--- src/rtl/lg_pkg.sv ---
package lg_pkg;
  localparam int REG_W = 16;
  localparam int DIV_W = 8;

  typedef enum logic [1:0] {
    SEL_FEAT = 2'd0,
    SEL_BAUD = 2'd1,
    SEL_RXTO = 2'd2,
    SEL_TXTO = 2'd3
  } reg_sel_e;

  localparam logic [3:0]       FEAT_RST = 4'h7;
  localparam logic [DIV_W-1:0] BAUD_RST = 8'd3;
  localparam logic [REG_W-1:0] TO_RST   = 16'd20;
endpackage

--- src/rtl/lg_baud_div.sv ---
module lg_baud_div #(
  parameter int DIV_W = 8
) (
  input  logic             clk,
  input  logic             rst_n,
  input  logic             ref_en,
  input  logic             restart,
  input  logic [DIV_W-1:0] div_n,
  output logic             tick
);
  logic [DIV_W-1:0] cnt_q;

  always_ff @(posedge clk) begin
    if (!rst_n || restart) begin
      cnt_q <= '0;
      tick  <= 1'b0;
    end else if (ref_en) begin
      if (cnt_q >= div_n) begin
        cnt_q <= '0;
        tick  <= 1'b1;
      end else begin
        cnt_q <= cnt_q + 1'b1;
        tick  <= 1'b0;
      end
    end else begin
      tick <= 1'b0;
    end
  end


  tick_follows_ref_chk: assert property (@(posedge clk) disable iff (!rst_n)
    tick |-> $past(ref_en));
endmodule

--- src/rtl/lg_timebase.sv ---
module lg_timebase #(
  parameter int TIME_DIV = 2_000_000
) (
  input  logic clk,
  input  logic rst_n,
  output logic step
);
  localparam int CW = (TIME_DIV > 2) ? $clog2(TIME_DIV) : 1;
  localparam logic [CW-1:0] LAST = CW'(TIME_DIV - 1);

  logic [CW-1:0] cnt_q;

  always_ff @(posedge clk) begin
    if (!rst_n) begin
      cnt_q <= '0;
      step  <= 1'b0;
    end else if (cnt_q == LAST) begin
      cnt_q <= '0;
      step  <= 1'b1;
    end else begin
      cnt_q <= cnt_q + 1'b1;
      step  <= 1'b0;
    end
  end


  step_single_chk: assert property (@(posedge clk) disable iff (!rst_n)
    step |=> !step);
endmodule

--- src/rtl/lg_watchdog.sv ---
module lg_watchdog #(
  parameter int CNT_W = 16
) (
  input  logic             clk,
  input  logic             rst_n,
  input  logic             step,
  input  logic             restart,
  input  logic             cfg_wr,
  input  logic             enable,
  input  logic [CNT_W-1:0] limit,
  output logic             expired
);
  logic [CNT_W-1:0] elapsed_q;

  always_ff @(posedge clk) begin
    if (!rst_n || restart)
      elapsed_q <= '0;
    else if (step && (elapsed_q != '1))
      elapsed_q <= elapsed_q + 1'b1;
  end

  assign expired = enable && (elapsed_q >= limit);


  flag_sticky_chk: assert property (@(posedge clk) disable iff (!rst_n)
    (expired && !restart && !cfg_wr) |=> expired);


  flag_rise_cause_chk: assert property (@(posedge clk) disable iff (!rst_n)
    $rose(expired) |-> ($past(step) || $past(cfg_wr) || $past(restart)));
endmodule

--- src/rtl/link_guard.sv ---
module link_guard
  import lg_pkg::*;
#(
  parameter int TIME_DIV = 2_000_000
) (
  input  logic             clk,
  input  logic             rst_n,
  input  logic             ref_en,
  input  logic             char_valid,
  input  logic             wr_en,
  input  logic [1:0]       wr_sel,
  input  logic [REG_W-1:0] wr_data,
  output logic             baud_tick,
  output logic             rx_zero,
  output logic             tx_hold
);
  localparam int N_WD = 2;

  logic [3:0]       feat_q;
  logic [DIV_W-1:0] baud_q;
  logic             feat_wr, baud_wr, step;
  logic [N_WD-1:0]  flags;

  assign feat_wr = wr_en && (wr_sel == SEL_FEAT);
  assign baud_wr = wr_en && (wr_sel == SEL_BAUD);

  always_ff @(posedge clk) begin
    if (!rst_n) begin
      feat_q <= FEAT_RST;
      baud_q <= BAUD_RST;
    end else begin
      if (feat_wr) feat_q <= wr_data[3:0];
      if (baud_wr) baud_q <= wr_data[DIV_W-1:0];
    end
  end

  lg_baud_div #(.DIV_W(DIV_W)) u_baud (
    .clk(clk), .rst_n(rst_n), .ref_en(ref_en), .restart(baud_wr),
    .div_n(baud_q), .tick(baud_tick)
  );

  lg_timebase #(.TIME_DIV(TIME_DIV)) u_tb (
    .clk(clk), .rst_n(rst_n), .step(step)
  );

  for (genvar g = 0; g < N_WD; g++) begin : g_wd
    logic [REG_W-1:0] lim_q;
    logic             lim_wr;

    assign lim_wr = wr_en && (wr_sel == 2'(g + 2));

    always_ff @(posedge clk) begin
      if (!rst_n)      lim_q <= TO_RST;
      else if (lim_wr) lim_q <= wr_data;
    end

    lg_watchdog #(.CNT_W(REG_W)) u_wd (
      .clk(clk), .rst_n(rst_n), .step(step),
      .restart(char_valid || lim_wr), .cfg_wr(feat_wr),
      .enable(feat_q[g]), .limit(lim_q), .expired(flags[g])
    );
  end

  assign rx_zero = flags[0];
  assign tx_hold = flags[1];


  strobe_clears_rx_chk: assert property (@(posedge clk) disable iff (!rst_n)
    (char_valid && !wr_en && (g_wd[0].lim_q != '0)) |=> !rx_zero);


  rx_disabled_low_chk: assert property (@(posedge clk) disable iff (!rst_n)
    !feat_q[0] |-> !rx_zero);
endmodule

--- config.mk ---
export PLATFORM = sky130hd
export DESIGN_NAME = link_guard
export DESIGN_NICKNAME = d
export VERILOG_FILES = /design/src/rtl/lg_pkg.sv /design/src/rtl/lg_baud_div.sv /design/src/rtl/lg_timebase.sv /design/src/rtl/lg_watchdog.sv /design/src/rtl/link_guard.sv
export SDC_FILE = /design/constraint.sdc
export NUM_CORES = 1
export LEC_CHECK = 0
export BUFFER_PORTS_ARGS = -buffer_cell sky130_fd_sc_hd__buf_2
export CAP_MARGIN = 10
export CORE_AREA = 5 5 100 102
export CTS_BUF_LIST = sky130_fd_sc_hd__clkbuf_8
export CTS_CLUSTER_DIAMETER = 100
export DETAILED_ROUTE_END_ITERATION = 16
export DIE_AREA = 0 0 105 107
export GPL_ROUTABILITY_DRIVEN = 0
export GPL_TIMING_DRIVEN = 0
export MAX_ROUTING_LAYER = met4
export PLACE_DENSITY = 0.82
export SYNTH_ARGS = -nofsm -noshare
export SYNTH_HDL_FRONTEND = slang
export SYNTH_SLANG_ARGS = --single-unit
--- constraint.sdc ---
create_clock -name clk -period 4.1 [get_ports clk]
set_input_delay 0.82 -clock clk [delete_from_list [all_inputs] [get_ports clk]]
set_output_delay 0.82 -clock clk [all_outputs]
set_load 0.02 [all_outputs]
==> run_results.csv <==
group,metric,value,unit
sta,achievable-frequency,329,MHz
detailed_routing,finalWirelength,13.6,mm
clock_tree,cts_max_level,3,
global_route,initial_antenna_violation_count,0,
sta,setup-tns-final,0,ns
pwr,p_per_area,293,nW/um2
clock_tree,cts_tree,"built",
layout,layout-drive-gt1-share,9.62,%
pwr,peakVddDrop,0.000222,V
setup_path,crit_path_max_fanout,6,
layout,nNetsFinal,800,
sta,min_period_over_period,74.0,%
sta,layout_min_cycle_time,3.04,ns
clock_tree,cts_repair_resize_count,0,
pwr,leakage,2.29,nW
floorplan,die_y,107,um
sta,rsz0062_at_grt,"false",
yosys,number_of_nets_in_the_synthesized_netlist,764,
layout,final_cells,849,
sta,clock_skew,0.0101,ns
clock_tree,cts_made_buffers,9,
placed_design,post-place-ws,1.50,ns
sta,max_slew.worst_pin.slew,0.582,ns
detailed_routing,drt-wirelength-per-cell,16.0,um
sta,setup_slack,1.06,ns
clock_tree,max-clock-path-buffers,2,
detailed_routing,drt.antenna.violating_nets,0,
global_route,global_route.overflow_total,0,
yosys,syn-cell-area,5700,um2
clock_tree,clk_root_buffer_cell,"clkbuf_8",
setup_path,criticalPathCategory,"flop to primary output",
setup_path,timing.critical_path.cells,"ha_1 > nor2b_1 > o211a_1 > o311ai_0 > a31oi_1 > buf_2",
yosys,synth_seq_area_share,36.9,%
layout,multi_input_comb_area,3300,um2
yosys,number_of_enable_type_register_cells_in_the_synthesized_netlist,0,
detailed_routing,dr_wl_met2,6.55,mm
floorplan,number_of_core_rows,35,
yosys,synth.avg_cell_area,8.18,um2
layout,num-fill-cells,752,
clock_tree,cts_post_setup_buffers_inserted,0,
detailed_routing,met3WireLength,733,um
floorplan,io_pins,26,
layout,number_of_inserted_diodes,0,
setup_path,critPathCaptureType,"primary output",
global_route,vias_in_the_first_global_route,5042,
setup_path,path_delay_family,"compound AO/OA/AOI/OAI gates",
global_route,wire_length_of_the_first_global_routing_pass,23.4,mm
floorplan,placeableCoreArea,9020,um2
placed_design,half_perimeter_wire_length_after_detailed_placement,10.2,mm
layout,area_growth,7.83,%
status,run_status,"finished, final reports clean",
detailed_routing,via_count,5261,
setup_path,worstPathBufferInverterCount,1,
floorplan,floorplan.initialDensity,63.2,%
global_route,maximum_number_of_pins_on_one_net_before_global_route_repair,17,
clock_tree,tritoncts_num_sinks,105,
sta,finalHoldWorstSlack,0.455,ns
yosys,count_of_state_elements_after_synthesis,105,
setup_path,slowest_delay,0.43,ns
yosys,synth.yosys.warnings,0,
yosys,synthCells,697,
sta,finalSetupViolCount,0,
layout,register_area,2100,um2
detailed_routing,wirelength_met1,5.97,mm
clock_tree,worst_skew_pair.late_latency,0.37,ns
yosys,synth_async_sr_flop_share,0,%
run,maxCapViolations,0,
clock_tree,cts_hold_repair.buffers,0,
global_route,grt_util_all_layers,25.5,%
detailed_routing,drt_pre_antenna_iters,4,
yosys,synth_top_flop_cell,"dfxtp_1",
detailed_routing,initialDrtViolationCount,338,
layout,final_util,68.2,%
min_path,timing.hold.worst.class,"flop to flop",
placed_design,dp_cells,833,
sta,maxSlewViolCount,0,
yosys,synth.distinct_cells,62,
detailed_routing,drc,0,
setup_path,cp_data_arrival_time,2.22,ns
floorplan,floorplan.die.width,105,um
sta,maxSlewHeadroom,61.1,%
floorplan,die_area,11200,um2
setup_path,critical-path-slowest-cell,"dfxtp_1",
setup_path,crit_path_start_kind,"flop",
sta,hold_viol,0,
setup_path,cp_data_required_time,3.28,ns
clock_tree,path_clk_slew,0.09,ns
detailed_routing,viasPerCell,6.20,
placed_design,numPortBuffers,25,
detailed_routing,top_layer,"met4",
-- cell type report --
type,count,share of cell area [%]
multi-input cells,517,53.6
flip-flops and latches,105,34.2
inverters,47,2.87
clock buffers,11,2.46
well taps,111,2.26
plain buffers,28,2.08
repair buffers,25,2.03
clock inverters,5,0.509
-- synth_stat cells, types with 6 or more instances --
master / instances / area [um2]
a31oi_1: 6 / 37.5
nand2_1: 118 / 443
o21ai_0: 17 / 85.1
and3_1: 7 / 43.8
nand3_1: 33 / 165
xor2_1: 13 / 114
buf_2: 12 / 60.1
or4_1: 12 / 90.1
o21ai_1: 6 / 30.0
nand2b_1: 8 / 50.1
inv_1: 46 / 173
clkbuf_1: 14 / 52.6
nor2_1: 29 / 109
ha_1: 44 / 551
a21oi_1: 71 / 355
nor4_1: 6 / 37.5
o311ai_0: 7 / 61.3
nand4_1: 21 / 131
dfxtp_1: 105 / 2100
nor3_1: 11 / 55.1
o31ai_1: 8 / 60.1
and2_1: 7 / 43.8
and4_1: 7 / 61.3
or3_1: 12 / 75.1
o211ai_1: 9 / 67.6
-- per-layer routing --
layer	global-route usage (%)	up-vias
met5	-	-
met4	7.85	0
met3	3.73	33
met2	42.3	154
met1	32.3	2497
li1	-	2577
-- worst paths after layout --
path	slack, ns	depth (start not counted)	end	from
hold / removal	0.46	1	u_tb.cnt_q[0]	u_tb.cnt_q[0]
setup / recovery	1.06	6	rx_zero	g_wd[0].u_wd.elapsed_q[1]
hold reg to reg	0.46	1	u_tb.cnt_q[0]	u_tb.cnt_q[0]
setup reg to reg	2.17	6	u_baud.cnt_q[7]	u_baud.cnt_q[0]
-- power by group --
part / internal [mW] / leakage (nW) / switching [mW] / total (mW)
Sequential: 1.04 / 0.850 / 0.0121 / 1.05
Clock: 0.253 / 0.0946 / 0.355 / 0.608
Combinational: 0.0506 / 1.35 / 0.0940 / 0.145
Total: 1.34 / 2.29 / 0.461 / 1.80
-- logic make-up after synthesis --
logic type               share of synthesized area, %
AND/OR/NAND/NOR                                  27.3
AO/OA/AOI/OAI                                    17.7
flip-flops                                       36.9
buffers and inverters                            5.33
adder cells (fa/ha/maj)                          9.65
XOR/XNOR                                         2.46
multiplexers                                    0.702
-- state kept, by name, indices dropped and copies added (netlist names) --
signal / count
u_baud.cnt_q: 8
u_baud.tick: 1
feat_q: 2
g_wd.lim_q: 32
u_tb.step: 1
baud_q: 8
u_tb.cnt_q: 21
g_wd.u_wd.elapsed_q: 32
-- layout by cell type, fill, tap and decap left out, types with 14 or more instances in the layout --
cell      synthesis  routed
a21oi_1          71      71
buf_2            12      37
clkbuf_1         14      14
dfxtp_1         105     105
ha_1             44      44
inv_1            46      48
nand2_1         118     118
nand3_1          33      33
nand4_1          21      21
nor2_1           29      29
o21ai_0          17      17
-- through the flow --
step	area [um2]	power (mW)
finish	6150	1.80
detailed placement	5970	1.22
global route	6150	1.88
global placement	5970	1.21
CTS	6150	1.82
floorplan	5700	1.16
No activity file was read; power rests on OpenSTA's default activity.
